`config.mk`:
```
export PLATFORM = sky130hd
export DESIGN_NAME = cfg_word_loader
export DESIGN_NICKNAME = d
export VERILOG_FILES = /design/src/rtl/cfgl_pkg.sv /design/src/rtl/cfgl_addr_decode.sv /design/src/rtl/cfgl_sequencer.sv /design/src/rtl/cfgl_word_collect.sv /design/src/rtl/cfg_word_loader.sv
export SDC_FILE = /design/constraint.sdc
export NUM_CORES = 1
export LEC_CHECK = 0
export ABC_AREA = 1
export ABC_CLOCK_PERIOD_IN_PS = 1520
export CELL_PAD_IN_SITES_DETAIL_PLACEMENT = 1
export CELL_PAD_IN_SITES_GLOBAL_PLACEMENT = 1
export CORE_AREA = 2 2 115 117
export CTS_BUF_LIST = sky130_fd_sc_hd__clkbuf_4 sky130_fd_sc_hd__clkbuf_8
export DETAILED_ROUTE_END_ITERATION = 10
export DIE_AREA = 0 0 117 119
export DONT_BUFFER_PORTS = 1
export PLACE_DENSITY_LB_ADDON = 0.1
export SLEW_MARGIN = 0
export SYNTH_ARGS = -nofsm -noshare
export SYNTH_HDL_FRONTEND = slang
export SYNTH_HIERARCHICAL = 1
export SYNTH_SLANG_ARGS = --single-unit
```
`constraint.sdc`:
```
create_clock -name clk -period 1.52 [get_ports clk]
set_input_delay 0.304 -clock clk [delete_from_list [all_inputs] [get_ports clk]]
set_output_delay 0.304 -clock clk [all_outputs]
set_load 0.005 [all_outputs]
```
`src/rtl/cfgl_pkg.sv`:
```
// Shared class codes and burst lengths for the configuration loader.
// Assumes a 3-bit class field at the top of the header word.
package cfgl_pkg;
    localparam int CLASS_W = 3;

    typedef enum logic [CLASS_W-1:0] {
        CL_COEF  = 3'b000,
        CL_ROUND = 3'b010,
        CL_CFG   = 3'b100,
        CL_SEL   = 3'b101,
        CL_LIMIT = 3'b110
    } cfg_class_e;

    // Number of data words following a header of the given class, 0 if unknown.
    function automatic logic [3:0] burst_words(input logic [CLASS_W-1:0] code);
        case (code)
            CL_COEF:        burst_words = 4'd8;
            CL_ROUND:       burst_words = 4'd4;
            CL_LIMIT:       burst_words = 4'd2;
            CL_CFG, CL_SEL: burst_words = 4'd1;
            default:        burst_words = 4'd0;
        endcase
    endfunction
endpackage

```
`src/rtl/cfgl_addr_decode.sv`:
```
// Splits a header word into class and index, and reports whether the class
// is known plus the index of its last data word.
// Assumes the class field occupies the top CLASS_W bits of the word.
module cfgl_addr_decode
    import cfgl_pkg::*;
#(
    parameter int WORD_W = 12,
    parameter int CNT_W  = 3
) (
    input  logic [WORD_W-1:0]         word,
    output logic [CLASS_W-1:0]        cls,
    output logic [WORD_W-CLASS_W-1:0] idx,
    output logic                      known,
    output logic [CNT_W-1:0]          last
);
    logic [3:0] words;

    // Field split and burst length lookup.
    always_comb begin
        cls   = word[WORD_W-1 -: CLASS_W];
        idx   = word[WORD_W-CLASS_W-1:0];
        words = burst_words(cls);
        known = (words != 4'd0);
        last  = known ? CNT_W'(words - 4'd1) : '0;
    end
endmodule

```
`src/rtl/cfgl_sequencer.sv`:
```
// Transaction sequencer: header capture, data word counting, pause hold,
// abort on enable release and discard of unknown classes.
// Assumes the decode outputs are valid on the header cycle.
module cfgl_sequencer #(
    parameter int CNT_W = 3
) (
    input  logic             clk,
    input  logic             rst_n,
    input  logic             load_n,
    input  logic             pause,
    input  logic             dec_known,
    input  logic [CNT_W-1:0] dec_last,
    output logic             addr_take,
    output logic             slot_we,
    output logic [CNT_W-1:0] slot_sel,
    output logic             done
);
    typedef enum logic [1:0] {ST_ADDR, ST_DATA, ST_DROP} seq_state_e;

    seq_state_e       state;
    logic [CNT_W-1:0] cnt;
    logic [CNT_W-1:0] last_q;
    logic             active;
    logic             final_word;

    // Word acceptance qualifiers.
    always_comb begin
        active     = !load_n && !pause;
        addr_take  = active && (state == ST_ADDR);
        slot_we    = active && (state == ST_DATA);
        slot_sel   = cnt;
        final_word = slot_we && (cnt == last_q);
    end

    // State, word counter and completion strobe.
    always_ff @(posedge clk) begin
        if (!rst_n) begin
            state  <= ST_ADDR;
            cnt    <= '0;
            last_q <= '0;
            done   <= 1'b0;
        end else begin
            done <= final_word;
            if (load_n) begin
                state <= ST_ADDR;
                cnt   <= '0;
            end else if (!pause) begin
                case (state)
                    ST_ADDR: begin
                        cnt    <= '0;
                        last_q <= dec_last;
                        state  <= dec_known ? ST_DATA : ST_DROP;
                    end
                    ST_DATA: begin
                        if (cnt == last_q) begin
                            state <= ST_ADDR;
                            cnt   <= '0;
                        end else begin
                            cnt <= cnt + 1'b1;
                        end
                    end
                    ST_DROP: state <= ST_DROP;
                    default: state <= ST_ADDR;
                endcase
            end
        end
    end
endmodule

```
`src/rtl/cfgl_word_collect.sv`:
```
// Slot register file gathering the data words of one transaction.
// Cleared on each header so unused slots read as zero.
module cfgl_word_collect #(
    parameter int WORD_W = 12,
    parameter int SLOTS  = 8,
    parameter int SEL_W  = 3
) (
    input  logic                    clk,
    input  logic                    rst_n,
    input  logic                    clear,
    input  logic                    we,
    input  logic [SEL_W-1:0]        sel,
    input  logic [WORD_W-1:0]       word,
    output logic [SLOTS*WORD_W-1:0] packed_o
);
    for (genvar s = 0; s < SLOTS; s++) begin : g_slot
        logic [WORD_W-1:0] q;

        // One slot: clear on header, load when selected.
        always_ff @(posedge clk) begin
            if (!rst_n)                          q <= '0;
            else if (clear)                      q <= '0;
            else if (we && sel == SEL_W'(s))     q <= word;
        end

        assign packed_o[s*WORD_W +: WORD_W] = q;
    end
endmodule

```
`src/rtl/cfg_word_loader.sv`:
```
// Top of the word-serial configuration loader. A header word selects class
// and index; the class-dependent number of data words follows; a one-cycle
// strobe then presents all words packed. Assumes MAX_WORDS >= 8.
module cfg_word_loader
    import cfgl_pkg::*;
#(
    parameter int WORD_W    = 12,
    parameter int MAX_WORDS = 8,
    localparam int INDEX_W  = WORD_W - CLASS_W,
    localparam int CNT_W    = $clog2(MAX_WORDS),
    localparam int DATA_W   = MAX_WORDS * WORD_W
) (
    input  logic               clk,
    input  logic               rst_n,
    input  logic               load_n,
    input  logic               pause,
    input  logic [WORD_W-1:0]  load_word,
    output logic               wr_stb,
    output logic [CLASS_W-1:0] wr_class,
    output logic [INDEX_W-1:0] wr_index,
    output logic [DATA_W-1:0]  wr_data
);
    logic [CLASS_W-1:0] dec_cls;
    logic [INDEX_W-1:0] dec_idx;
    logic               dec_known;
    logic [CNT_W-1:0]   dec_last;
    logic               addr_take;
    logic               slot_we;
    logic [CNT_W-1:0]   slot_sel;
    logic               done;

    cfgl_addr_decode #(.WORD_W(WORD_W), .CNT_W(CNT_W)) u_dec (
        .word  (load_word),
        .cls   (dec_cls),
        .idx   (dec_idx),
        .known (dec_known),
        .last  (dec_last)
    );

    cfgl_sequencer #(.CNT_W(CNT_W)) u_seq (
        .clk       (clk),
        .rst_n     (rst_n),
        .load_n    (load_n),
        .pause     (pause),
        .dec_known (dec_known),
        .dec_last  (dec_last),
        .addr_take (addr_take),
        .slot_we   (slot_we),
        .slot_sel  (slot_sel),
        .done      (done)
    );

    cfgl_word_collect #(.WORD_W(WORD_W), .SLOTS(MAX_WORDS), .SEL_W(CNT_W)) u_col (
        .clk      (clk),
        .rst_n    (rst_n),
        .clear    (addr_take),
        .we       (slot_we),
        .sel      (slot_sel),
        .word     (load_word),
        .packed_o (wr_data)
    );

    // Header fields held for the duration of the transaction.
    always_ff @(posedge clk) begin
        if (!rst_n) begin
            wr_class <= '0;
            wr_index <= '0;
        end else if (addr_take) begin
            wr_class <= dec_cls;
            wr_index <= dec_idx;
        end
    end

    assign wr_stb = done;
endmodule

```
**After elaboration in Yosys (flattened, before gate mapping)**

Cells that the tools add are included.

- Add/sub/neg operators: 2
- $mul: 0
- Div/mod/pow operators: 0
- $lt $le $gt $ge: 0
- Equality and inequality tests: 15
- Shifts and indexed selects: 0
- Multiplexer cells: 7
- Bitwise logic cells: 3
- Reduce and logical (&&, ||, !) cells: 25

Operators with widths:

| kind | count |
|---|---|
| $eq A3 B3 Y1 const B | 7 |
| $pmux W4 S4 | 1 |
| $logic_and A1 B1 Y1 | 12 |
| $eq A3 B2 Y1 const B | 3 |
| $logic_not A3 Y1 | 2 |
| $mux W3 | 2 |
| $pmux W2 S3 | 1 |
| $pmux W3 S2 | 1 |
| $reduce_or A2 Y1 | 3 |
| $mux W2 | 2 |
| $reduce_and A2 Y1 | 2 |
| $reduce_bool A4 Y1 | 1 |
| $add A3 B1 Y3 const B | 1 |
| $eq A3 B1 Y1 const B | 1 |
| $eq A3 B3 Y1 | 1 |
| $not A1 Y1 | 3 |
| $reduce_and A3 Y1 | 1 |
| $sub A3 B1 Y3 const B | 1 |
| $eq A2 B1 Y1 const B | 1 |
| $eq A2 B2 Y1 const B | 1 |
| $logic_not A1 Y1 | 2 |
| $logic_not A2 Y1 | 1 |
| $ne A2 B2 Y1 const B | 1 |
| $reduce_bool A2 Y1 | 1 |

- Bits in registers: 117
- Latch bits: 0
- Bits in writable memories: 0
- Bits in read-only memories: 0
- Bits of input ports: 16
- Output and inout port bits: 109
- Word-level logic and storage cells: 66
- Memories kept: 0

**Longest topological paths before layout**

Gate-level depths: netlist of the first run.

- Depth after elaboration: 6
- Depth in mapped cells: 11
- Gate-level depth less buffers: 9

**Hierarchy**

The synthesis of the first run kept the hierarchy.

By module, submodules not included:

| module | instances | cells an instance | area each (um2) | seq. area each (um2) |
|---|---|---|---|---|
| cfgl_word_collect | 1 | 552 | 3,857.4 | 1,921.8 |
| cfg_word_loader | 1 | 75 | 493.0 | 240.2 |
| cfgl_sequencer | 1 | 64 | 457.9 | 180.2 |
| cfgl_addr_decode | 1 | 20 | 123.9 | 0.0 |

**Worst setup path before layout of the first run**

OpenSTA, ideal clock, no wires.

- Path type: reg-to-reg
- From: register u_seq.state[0]
- To: register u_col.g_slot[2].q[0]
- Setup time: 113 ps
- Arrival time: 1,396 ps
- Required time: 1,407 ps
- Setup slack: 12 ps
- Stages on the path, launching flop included: 12
- Path buffers: 2
- Clock period less this slack: 1,508 ps
- Cell sequence: dfxtp_1 -> inv_1 -> nor2_1 -> inv_1 -> nor2_1 -> inv_1 -> nor2_1 -> buf_2 -> buf_4 -> nand3_1 -> nand2_1 -> nor2_1

- Cells in the longest elaborated chain, start to end: 3
- Elaborated cells between the ends (all ways): 6
- Those cells by class: eq/ne: 1; reduce/logical: 5

Ends and longest elaborated chain:

| element | RTL line | source |
|---|---|---|
| from (decl) | cfgl_sequencer.sv:20 | `seq_state_e state;` |
| from (signal assigned) | cfgl_sequencer.sv:52 | `state <= dec_known ? ST_DATA : ST_DROP;` |
| $eq A2 B1 Y1 | cfgl_sequencer.sv:30 | `slot_we = active && (state == ST_DATA);` |
| $logic_and A1 B1 Y1 | cfgl_sequencer.sv:30 |  |
| named net slot_we | cfg_word_loader.sv:28 | `logic slot_we;` |
| $logic_and A1 B1 Y1 | cfgl_word_collect.sv:23 | `else if (we && sel == SEL_W'(s)) q <= word;` |
| to (signal assigned) | cfgl_word_collect.sv:23 |  |
| to (decl) | cfgl_word_collect.sv:17 | `logic [WORD_W-1:0] q;` |

The timed path passes the listed nets, and every way through them passes these cells.
A chain may end at the register's enable or synchronous reset.

**Final worst setup path of the first run**

- From: register u_seq.state[1]
- To: register u_col.g_slot[2].q[0]

- Cells in the longest elaborated chain, start to end: 3
- Elaborated cells between the ends (all ways): 6
- Those cells by class: eq/ne: 1; reduce/logical: 5

Ends and longest elaborated chain:

| element | RTL line | source |
|---|---|---|
| $logic_not A2 Y1 | cfgl_sequencer.sv:29 | `addr_take = active && (state == ST_ADDR);` |
| $logic_and A1 B1 Y1 | cfgl_sequencer.sv:29 |  |
| named net addr_take | cfg_word_loader.sv:27 | `logic addr_take;` |
| $reduce_or A2 Y1 (no line) | -- |  |

The timed path passes the listed nets, and every way through them passes these cells.

==> results by group, run 1 <==
GRT
  – Largest net degree at the start of global routing: 97
  – Total GRT Usage: 21.32%
  – Vias in the first global route: 4379
  – Initial antenna violation count: 0
  – Total gr overflow: 0
  – Global-route wire length before repair: 22.40 mm

Floorplan
  – Ports: 125
  – Site Rows: 42
  – Die Height: 119 um
  – Initial Util: 38.31%
  – Die area: 13920 um2
  – Die W: 117 um
  – Core ar.: 12870 um2

Synth
  – Synth Warn #: 6
  – Post-synthesis sequential area ratio: 47.49%
  – Cell area after synthesis: 4932 um2
  – Ys async rst share: 0%
  – Post-synth EDFFs: 0
  – Top cells by area, synth: dfxtp_1, nor2_1, nand2_1
  – Post-synthesis register bit count: 117
  – Post-synth top flop: dfxtp_1
  – Post-Syn Instances: 711
  – Syn_area_per_cell: 6.937 um2
  – Synth top area share: 47.49%
  – Syn_nets: 728
  – Yosys cell types: 24
  – Post-synth top area cell: dfxtp_1

Route
  – Residual DRC: 0
  – DR vias: 4390
  – WL/cell: 16.63 um
  – Routed Wire Length: 14.98 mm
  – DR vias/cell: 4.872
  – Routed Antenna Nets: 0
  – Pre-Repair DR Iteration Count: 4
  – 1st-iter DRT viols: 142

Setup path
  – CP startpoint kind: flop
  – WS Path Type: reg2reg
  – Worst path required time: 1880 ps
  – Worst-path maximum fanout: 48
  – Worst EP arrival: 1840 ps
  – Crit path capture type: flop

Timing
  – Minimum clock period: 1481 ps
  – Final Max Slew Viols: 0
  – Unrepaired setup endpoints after global routing: true
  – Slew of the pin with the lowest slew margin: 563.8 ps
  – Endpoints failing setup: 0
  – Period utilization: 97.42%
  – Post-route setup slack: 39.29 ps
  – F_max: 675.4 MHz
  – Clock skew: 9.730 ps
  – Final Hold Vio Count: 0
  – Max_slew headroom: 62.38%

Place
  – Port bufs: 0
  – HPWL after DPL: 9.541 mm
  – Gpl congestion: 0.7029
  – Post-Place Setup Slack: -165.7 ps

CTS
  – CTS Buf Count: 17
  – Clk sink count: 117
  – CTS root buf: clkbuf_8
  – TritonCTS clock tree: done
  – Clk_lat worst skew: 440 ps
  – Reg clk slew, reported paths: 70 ps
  – CTS HTree Levels: 4
  – CTS Buffer Depth: 2

Cells and area
  – # nets final: 732
  – Share of post-route cells with drive strength above 1: 15.17%
  – Antenna cells: 0
  – Layout area overhead: 19.13%

Power
  – IR drop worst, VDD: 0.5798 mV
  – Power, Total: 6.345 mW
  – Pwr per Cell Area: 1080 nW/um2
  – Pleak: 2.375 nW

Run status
  – Run status: completed

Flow run
  – MaxCap Viol Count: 0

Worst hold path
  – HP Class: in2reg
final timing paths:
kind | start | end | slack (ps) | depth (start not counted)
worst max-delay path | u_seq/state[1] | u_col/g_slot[2].q[0] | 40 | 8
worst max register to register | u_seq/state[1] | u_col/g_slot[2].q[0] | 40 | 8
worst min-delay path | load_n | u_seq/state[1] | 60 | 3
worst min register to register | wr_index[1] | wr_index[1] | 490 | 2
cell usage after synthesis, drive strengths merged (2+ instances only):
library cell    n
nor2          244
nand2         153
dfxtp         117
nand3          85
buf            47
inv            47
a21oi           5
o21ai           4
clkbuf          2
xor2            2
what timing repair did:
| action | in CTS | in global routing |
|---|---|---|
| setup buffers | 3 | 0 |
| cloned | 2 | 3 |
| hold endpoints to repair | 16 | 0 |
| hold buffers | 1 | 0 |
| endpoints found under the setup margin | 96 | 97 |
| pin swaps | 3 | 4 |
| gates resized for setup | 16 | 28 |
per-stage QoR:
stage	TNS, ps	area, um2	cells	util [%]	hold WS, ps
2_1_floorplan	0	4932	711	-	424.4
3_3_place_gp	-3571	5189	863	40.30	428.2
3_5_place_dp	-11860	5189	863	40.30	432.7
4_1_cts	0	5700	898	44.28	23.50
5_1_grt	-970.3	5876	901	45.64	54.10
6_report	0	5876	901	45.64	56.45
cell families after synthesis:
group | after synthesis | share of synthesized area (%)
buf+inv | 96 | 10.10
compound gates | 10 | 1.142
simple gates | 483 | 40.28
fa+ha+maj | 1 | 0.2536
xor+xnor | 3 | 0.5328
mux | 1 | 0.2030
flops | 117 | 47.49
routing by layer:
layer	GRT usage, %	vias up	wire, um
met5	0	-	0
met2	36.56	108	7509
met4	8.088	0	499
li1	-	2174	-
met1	24.29	2081	6001
met3	7.074	27	971
area by class of cell:
class	instances	area, um2
clock buffer	25	331.6
multi-input combinational	498	2197
timing repair buffer	34	558.0
clock inverter	4	45.04
fill	1631	6999
inverter	47	178.9
tap	176	220.2
sequential	117	2345
report_power, final:
| group | switching, mW | internal, mW | leakage (nW) | total (mW) |
|---|---|---|---|---|
| Combinational | 0.323 | 0.160 | 1.23 | 0.483 |
| Clock | 1.17 | 1.55 | 0.200 | 2.73 |
| Sequential | 0.0301 | 3.10 | 0.946 | 3.13 |
| Total | 1.52 | 4.82 | 2.38 | 6.34 |
flip-flops by register name, summed over array words and instances, names as in the netlist:
register and cells:
u_col/g_slot.q 96, u_seq/state 2, u_seq/slot_sel 3, u_seq/done 1
wr_index 9, u_seq/last_q 3, wr_class 3
cell usage in the layout (no fill, tap or decap), drive strengths merged:
cell type,netlist,final
nor2,244,244
buf,47,30
a21oi,5,5
o211ai,1,1
mux2i,1,1
ha,1,1
bufinv,0,1
xor2,2,2
nor4,1,1
nand2,153,153
nand3,85,85
o21ai,4,4
dlymetal6s4s,0,1
clkbuf,2,28
inv,47,47
xnor2,1,1
clkinv,0,3
dfxtp,117,117
worst max-delay path: stages (launching register included):
cell and delay (ps):
dfxtp_2 350, buf_4 130, nor2_1 50, inv_2 70, nor2_4 50, nor2_4 200
clkbuf_16 280, nand2_1 100, nor2_1 130
Power figures use the tool's default switching activity.
==> run 2, diff against run 1 <==
--- a/config.mk
+++ b/config.mk
@@ -9,12 +9,12 @@
 export ABC_CLOCK_PERIOD_IN_PS = 1520
 export CELL_PAD_IN_SITES_DETAIL_PLACEMENT = 1
 export CELL_PAD_IN_SITES_GLOBAL_PLACEMENT = 1
-export CORE_AREA = 2 2 115 117
+export CORE_AREA = 2 2 113 115
 export CTS_BUF_LIST = sky130_fd_sc_hd__clkbuf_4 sky130_fd_sc_hd__clkbuf_8
 export DETAILED_ROUTE_END_ITERATION = 10
-export DIE_AREA = 0 0 117 119
+export DIE_AREA = 0 0 115 117
 export DONT_BUFFER_PORTS = 1
-export PLACE_DENSITY_LB_ADDON = 0.1
+export PLACE_DENSITY = 0.79
 export SLEW_MARGIN = 0
 export SYNTH_ARGS = -nofsm -noshare
 export SYNTH_HDL_FRONTEND = slang
==> run 2 against run 1 <==
The flow now finishes with violations (negative setup slack). Global-route usage increased by 1.9 points. Register-to-register slack lost 50 ps. Final cell count fell by 1.2%. Wire length up 8.7%. First-iteration DRC count rose by 93%. Critical path depth grew 2. Critical path type unchanged. Largest cell class unchanged.
==> results by group, run 2 (synthesis gave the netlist of run 1 again) <==
Cells and area
  – Most common cell after layout, fill and taps aside: nor2_1 (unchanged)
  – Top reg by flops: u_col/g_slot.q (unchanged)
  – Layout Utilization: 49.28% (was 45.64%)
  – Max reg flops: 96 (unchanged)
  – Most frequent cells in the layout: nor2_1, nand2_1, dfxtp_1, nand3_1, inv_1 (unchanged)
  – Fillers: 1541 (was 1631)
  – # nets final: 744 (was 732)
  – Layout area overhead: 23.01% (was 19.13%)
  – Largest registers: u_col/g_slot.q: 96 flops, wr_index: 9 flops (unchanged)
  – Antenna cells: 0 (unchanged)
  – Share of post-route cells with drive strength above 1: 16.22% (was 15.17%)

Floorplan
  – Core ar.: 12310 um2 (was 12870 um2)
  – Die area: 13460 um2 (was 13920 um2)
  – Ports: 125 (unchanged)
  – Die Height: 117 um (was 119 um)
  – Die W: 115 um (was 117 um)
  – Site Rows: 41 (was 42)
  – Initial Util: 40.06% (was 38.31%)

Run status
  – Run status: finished, violations left (was completed)
  – Failing checks: negative setup slack

Power
  – Sw power: 1.677 mW (was 1.525 mW)
  – Switching Fraction: 23.28% (was 24.03%)
  – IR drop worst, VDD: 0.6687 mV (was 0.5798 mV)
  – Clk network pwr share: 49.3% (was 43.0%)
  – Pint: 5.529 mW (was 4.820 mW)
  – Sequential Power Share: 43.5% (was 49.4%)
  – Pwr per Cell Area: 1188 nW/um2 (was 1080 nW/um2)
  – Pleak: 2.475 nW (was 2.375 nW)
  – Logic pwr share: 7.2% (was 7.6%)

GRT
  – Global-route wire length before repair: 23.34 mm (was 22.40 mm)
  – Total gr overflow: 0 (unchanged)
  – Largest net degree at the start of global routing: 52 (was 97)
  – Total GRT Usage: 23.19% (was 21.32%)
  – Initial antenna violation count: 0 (unchanged)
  – Vias in the first global route: 4462 (was 4379)

Route
  – 1st-iter DRT viols: 274 (was 142)
  – DR vias: 4573 (was 4390)
  – DR vias/cell: 5.138 (was 4.872)
  – Pre-Repair DR Iteration Count: 4 (unchanged)
  – WL/cell: 18.29 um (was 16.63 um)
  – Routed Wire Length: 16.28 mm (was 14.98 mm)
  – Routed Antenna Nets: 0 (unchanged)
  – Residual DRC: 0 (unchanged)

CTS
  – Reg clk slew, reported paths: 70 ps (about the same)
  – CTS root buf: clkbuf_8 (unchanged)
  – CTS Buf Count: 17 (unchanged)
  – Clk_lat worst skew: 450 ps (was 440 ps)
  – TritonCTS clock tree: done (unchanged)
  – CTS Buffer Depth: 2 (unchanged)
  – CTS HTree Levels: 4 (unchanged)
  – Clk sink count: 117 (unchanged)

Timing
  – Final Max Slew Viols: 0 (unchanged)
  – Minimum clock period: 1526 ps (was 1481 ps)
  – Period utilization: 100.4% (was 97.42%)
  – Final Hold Vio Count: 0 (unchanged)
  – Clock skew: 7.504 ps (was 9.730 ps)
  – Endpoints failing setup: 4 (was 0)
  – Final TNS setup: -6.925 ps (was 0 ps)
  – F_max: 655.4 MHz (was 675.4 MHz)
  – Post-route setup slack: -5.891 ps (was 39.29 ps)
  – Max_slew headroom: 64.37% (was 62.38%)
  – Unrepaired setup endpoints after global routing: true (unchanged)
  – Slew of the pin with the lowest slew margin: 533.8 ps (was 563.8 ps)

Setup path
  – Crit path capture type: flop (unchanged)
  – Worst-path maximum fanout: 12 (was 48)
  – Worst EP arrival: 1910 ps (was 1840 ps)
  – WS Path Type: reg2reg (unchanged)
  – Worst path required time: 1900 ps (was 1880 ps)
  – CP startpoint kind: flop (unchanged)

Worst hold path
  – HP Class: in2reg (unchanged)

Place
  – Port bufs: 0 (unchanged)
  – HPWL after DPL: 9.823 mm (was 9.541 mm)
  – Gpl congestion: 0.8273 (was 0.7029)

Flow run
  – MaxCap Viol Count: 0 (unchanged)
[run 2: changes by cell type in the layout (fill, tap and decap cells not counted), sizes merged]
| cell | change |
|---|---|
| buf | +8 |
| bufinv | +5 |
| clkbuf | -1 |
| clkinvlp | +4 |
| dlygate4sd3 | +1 |
| dlymetal6s4s | -1 |
| inv | -1 |
[run 2: final timing paths]
check                      start              endpoint  slack [ps]  depth (start not counted)
setup reg to reg  u_seq/state[0]  u_col/g_slot[7].q[2]          -6                         10
hold / removal             rst_n            u_seq/done          30                          2
hold reg to reg      wr_class[1]           wr_class[1]         490                          2
setup / recovery  u_seq/state[0]  u_col/g_slot[7].q[2]          -6                         10
[run 2: critical path, stage by stage (launching register included)]
cell,delay (ps)
dfxtp_2,330
inv_2,50
nor2_4,80
inv_2,60
nor2_4,120
buf_6,130
nand2_8,80
nor2_4,220
clkbuf_16,200
nor2_1,40
nor2_1,130
[run 2: metal layers]
metal | vias to the layer above | GRT usage [%] | routed length (um) | part of all wire, %
met2 | 136 | 39.57 | 8149 | 50
met5 | - | 0 | 0 | 0
met4 | 0 | 14.06 | 612 | 3.8
li1 | 2197 | - | - | -
met3 | 41 | 7.621 | 1040 | 6.4
met1 | 2199 | 25.13 | 6474 | 40
[run 2: cell type report]
cell class / count / area, um2 / area share (%)
Sequential cell: 117 / 2347 / 38.69
Clock buffer: 20 / 275.3 / 4.537
Inverter: 47 / 188.9 / 3.114
Timing Repair Buffer: 46 / 683.2 / 11.26
Clock inverter: 12 / 224.0 / 3.691
Tap cell: 150 / 187.7 / 3.093
Multi-Input combinational cell: 498 / 2161 / 35.62
[run 2: through the flow]
stage                     instance area [um2]  hold WS (ps)  setup WS (ps)  power [mW]  std cells
after floorplan                          4932         424.4          11.74       3.524        711
after global placement                   5114         430.6          8.476       3.617        833
after detailed placement                 5114         434.6         -101.8       3.638        833
after CTS                                5776         10.08         -14.08       7.217        877
after global routing                     6067         38.62         -104.3       7.478        890
final                                    6067         25.94         -5.891       7.206        890
[run 2: what timing repair did]
| item | CTS | global route |
|---|---|---|
| gates resized for setup | 21 | 18 |
| hold endpoints to repair | 13 | 0 |
| pin swaps | 5 | 7 |
| gates cloned | 5 | 8 |
| setup buffers | 6 | 5 |
| hold buffers | 1 | 0 |
| setup endpoints to repair | 96 | 97 |
[run 2: power groups by stage]
stage	Clock (mW)	Combinational (mW)	Sequential, mW
finish	3.55	0.518	3.14
detailed placement	0	0.434	3.20
global placement	0	0.415	3.20
CTS	3.61	0.468	3.13
floorplan	0	0.330	3.19
global route	3.77	0.574	3.14
==> run 3, diff against run 2 <==
--- a/config.mk
+++ b/config.mk
@@ -9,10 +9,10 @@
 export ABC_CLOCK_PERIOD_IN_PS = 1520
 export CELL_PAD_IN_SITES_DETAIL_PLACEMENT = 1
 export CELL_PAD_IN_SITES_GLOBAL_PLACEMENT = 1
-export CORE_AREA = 2 2 113 115
+export CORE_AREA = 2 2 93 140
 export CTS_BUF_LIST = sky130_fd_sc_hd__clkbuf_4 sky130_fd_sc_hd__clkbuf_8
 export DETAILED_ROUTE_END_ITERATION = 10
-export DIE_AREA = 0 0 115 117
+export DIE_AREA = 0 0 95 142
 export DONT_BUFFER_PORTS = 1
 export PLACE_DENSITY = 0.79
 export SLEW_MARGIN = 0
==> run 3 against run 2 <==
The flow still finishes with violations (negative setup slack). Maximum frequency fell by 3.1%. Wire length rose by 1.2%. Critical path depth rose by 1. Largest power group unchanged. Sequential power barely moved. Critical path type unchanged.
==> results by group, run 3 (synthesis gave the netlist of run 1 again) <==
Run status
  – Run status: finished, violations left (unchanged)
  – Failing checks: negative setup slack (unchanged)

Worst hold path
  – HP Class: in2reg (unchanged)

Timing
  – Slew of the pin with the lowest slew margin: 600.7 ps (was 533.8 ps)
  – Final Hold Vio Count: 0 (unchanged)
  – Minimum clock period: 1575 ps (was 1526 ps)
  – F_max: 634.9 MHz (was 655.4 MHz)
  – Unrepaired setup endpoints after global routing: true (unchanged)
  – Max_slew headroom: 59.91% (was 64.37%)
  – Final Max Slew Viols: 0 (unchanged)
  – Post-route setup slack: -54.99 ps (was -5.891 ps)
  – Period utilization: 103.6% (was 100.4%)
  – Endpoints failing setup: 32 (was 4)
  – Final TNS setup: -797.4 ps (was -6.925 ps)
  – Clock skew: 7.964 ps (was 7.504 ps)

Route
  – Routed Wire Length: 16.47 mm (was 16.28 mm)
  – Routed Antenna Nets: 0 (unchanged)
  – Pre-Repair DR Iteration Count: 4 (unchanged)
  – DR vias: 4548 (was 4573)
  – Residual DRC: 0 (unchanged)
  – WL/cell: 18.52 um (was 18.29 um)
  – 1st-iter DRT viols: 207 (was 274)
  – DR vias/cell: 5.116 (was 5.138)

Power
  – Power, Total: 7.144 mW (was 7.206 mW)
  – Pwr per Cell Area: 1190 nW/um2 (was 1188 nW/um2)
  – IR drop worst, VDD: 0.6575 mV (was 0.6687 mV)
  – Pleak: 2.446 nW (was 2.475 nW)

Cells and area
  – Layout area overhead: 21.69% (was 23.01%)
  – Max reg flops: 96 (unchanged)
  – Fillers: 1556 (was 1541)
  – Top reg by flops: u_col/g_slot.q (unchanged)
  – Final cell count without fillers: 889 (was 890)
  – Largest registers: u_col/g_slot.q: 96 flops, wr_index: 9 flops (unchanged)
  – Share of post-route cells with drive strength above 1: 15.55% (was 16.22%)
  – Antenna cells: 0 (unchanged)
  – # nets final: 737 (was 744)
  – Layout Utilization: 48.70% (was 49.28%)
  – Most frequent cells in the layout: nor2_1, nand2_1, dfxtp_1, nand3_1, inv_1 (unchanged)
  – Most common cell after layout, fill and taps aside: nor2_1 (unchanged)

Setup path
  – Worst-path maximum fanout: 9 (was 12)
  – Worst path required time: 1840 ps (was 1900 ps)
  – Crit-path cells: inv_2 > nor2_4 > inv_2 > nor2_4 > inv_2 > nor2_4 > buf_12 > clkbuf_16 > nand3_1 > nand2_1 > nor2_1 (was inv_2 > nor2_4 > inv_2 > nor2_4 > buf_6 > nand2_8 > nor2_4 > clkbuf_16 > nor2_1 > nor2_1)
  – Worst EP arrival: 1900 ps (was 1910 ps)
  – Crit path capture type: flop (unchanged)
  – Critical-path top delay cell: dfxtp_2 (unchanged)
  – Critical path's largest stage delay: 340 ps (was 330 ps)
  – CP startpoint kind: flop (unchanged)
  – WS Path Type: reg2reg (unchanged)

Floorplan
  – Ports: 125 (unchanged)
  – Die Height: 142 um (was 117 um)
  – Core ar.: 12320 um2 (was 12310 um2)
  – Die W: 95 um (was 115 um)
  – Die area: 13490 um2 (was 13460 um2)
  – Site Rows: 50 (was 41)
  – Initial Util: 40.02% (was 40.06%)

CTS
  – CTS root buf: clkbuf_8 (unchanged)
  – Clk sink count: 117 (unchanged)
  – Reg clk slew, reported paths: 70 ps (about the same)
  – CTS HTree Levels: 4 (unchanged)
  – Clk_lat worst skew: 430 ps (was 450 ps)
  – CTS Buf Count: 17 (unchanged)
  – CTS Buffer Depth: 2 (unchanged)
  – TritonCTS clock tree: done (unchanged)

GRT
  – Global-route wire length before repair: 23.03 mm (was 23.34 mm)
  – Total GRT Usage: 22.84% (was 23.19%)
  – Initial antenna violation count: 0 (unchanged)
  – Vias in the first global route: 4341 (was 4462)
  – Largest net degree at the start of global routing: 59 (was 52)
  – Total gr overflow: 0 (unchanged)

Place
  – Placed cells: 840 (was 833)
  – Port bufs: 0 (unchanged)
  – Gpl congestion: 0.8226 (was 0.8273)
  – HPWL after DPL: 10.44 mm (was 9.823 mm)

Flow run
  – MaxCap Viol Count: 0 (unchanged)
-- run 3: changes by cell type in the layout (fill, tap and decap cells not counted), sizes merged --
cell and change:
clkbuf -2, inv +2, buf -6, clkinvlp -2, clkinv +1
-- run 3: per-layer routing --
| metal | routed length (um) | vias to the layer above | share of wire (%) | GRT usage [%] |
|---|---|---|---|---|
| met5 | 0 | - | 0 | 0 |
| met4 | 427 | 0 | 2.6 | 9.611 |
| met3 | 1024 | 26 | 6.2 | 6.038 |
| met2 | 9063 | 134 | 55 | 41.13 |
| met1 | 5949 | 2195 | 36 | 24.77 |
| li1 | - | 2193 | - | - |
-- run 3: what timing repair did --
action	in CTS	in global routing
setup endpoints to repair	96	101
hold buffers	1	0
pin swaps	1	11
gates resized for setup	8	22
hold endpoints to repair	14	0
cloned	1	9
buffers inserted	0	6
-- run 3: worst max-delay path, delay by kind of cell, from the launching register on --
kind | cells | cell delay (ps)
buf+inv | 5 | 500
flops | 1 | 340
simple gates | 6 | 610
-- run 3: final cells by class --
class | count | area (um2) | share of cell area, %
timing repair buffer | 39 | 625.6 | 10.42
clock buffer | 19 | 255.2 | 4.253
tap | 156 | 195.2 | 3.252
sequential | 117 | 2345 | 39.07
inverter | 47 | 178.9 | 2.981
multi-input combinational | 498 | 2175 | 36.23
clock inverter | 13 | 227.7 | 3.794
-- run 3: path summary, 6_finish.rpt --
| check | slack, ps | cells past startpoint | start | to |
|---|---|---|---|---|
| worst max register to register | -50 | 11 | u_seq/state[0] | u_col/g_slot[1].q[10] |
| worst min register to register | 480 | 2 | u_seq/last_q[2] | u_seq/last_q[2] |
| worst max-delay path | -50 | 11 | u_seq/state[0] | u_col/g_slot[1].q[10] |
| worst min-delay path | 50 | 2 | rst_n | u_seq/last_q[0] |
-- run 3: power breakdown --
part / switching (mW) / internal [mW] / leakage, nW
Clock: 1.30 / 2.18 / 0.239
Sequential: 0.0311 / 3.10 / 0.946
Combinational: 0.347 / 0.188 / 1.26
Total: 1.68 / 5.47 / 2.45
-- run 3: metrics by stage --
stage	setup slack, ps	hold slack (ps)	cell area, um2
after CTS	15.32	14.40	5675
after global placement	8.709	427.3	5134
after detailed placement	-114.1	434.4	5134
after global routing	-121.0	25.50	6002
final	-54.99	45.10	6002
after floorplan	11.74	424.4	4932
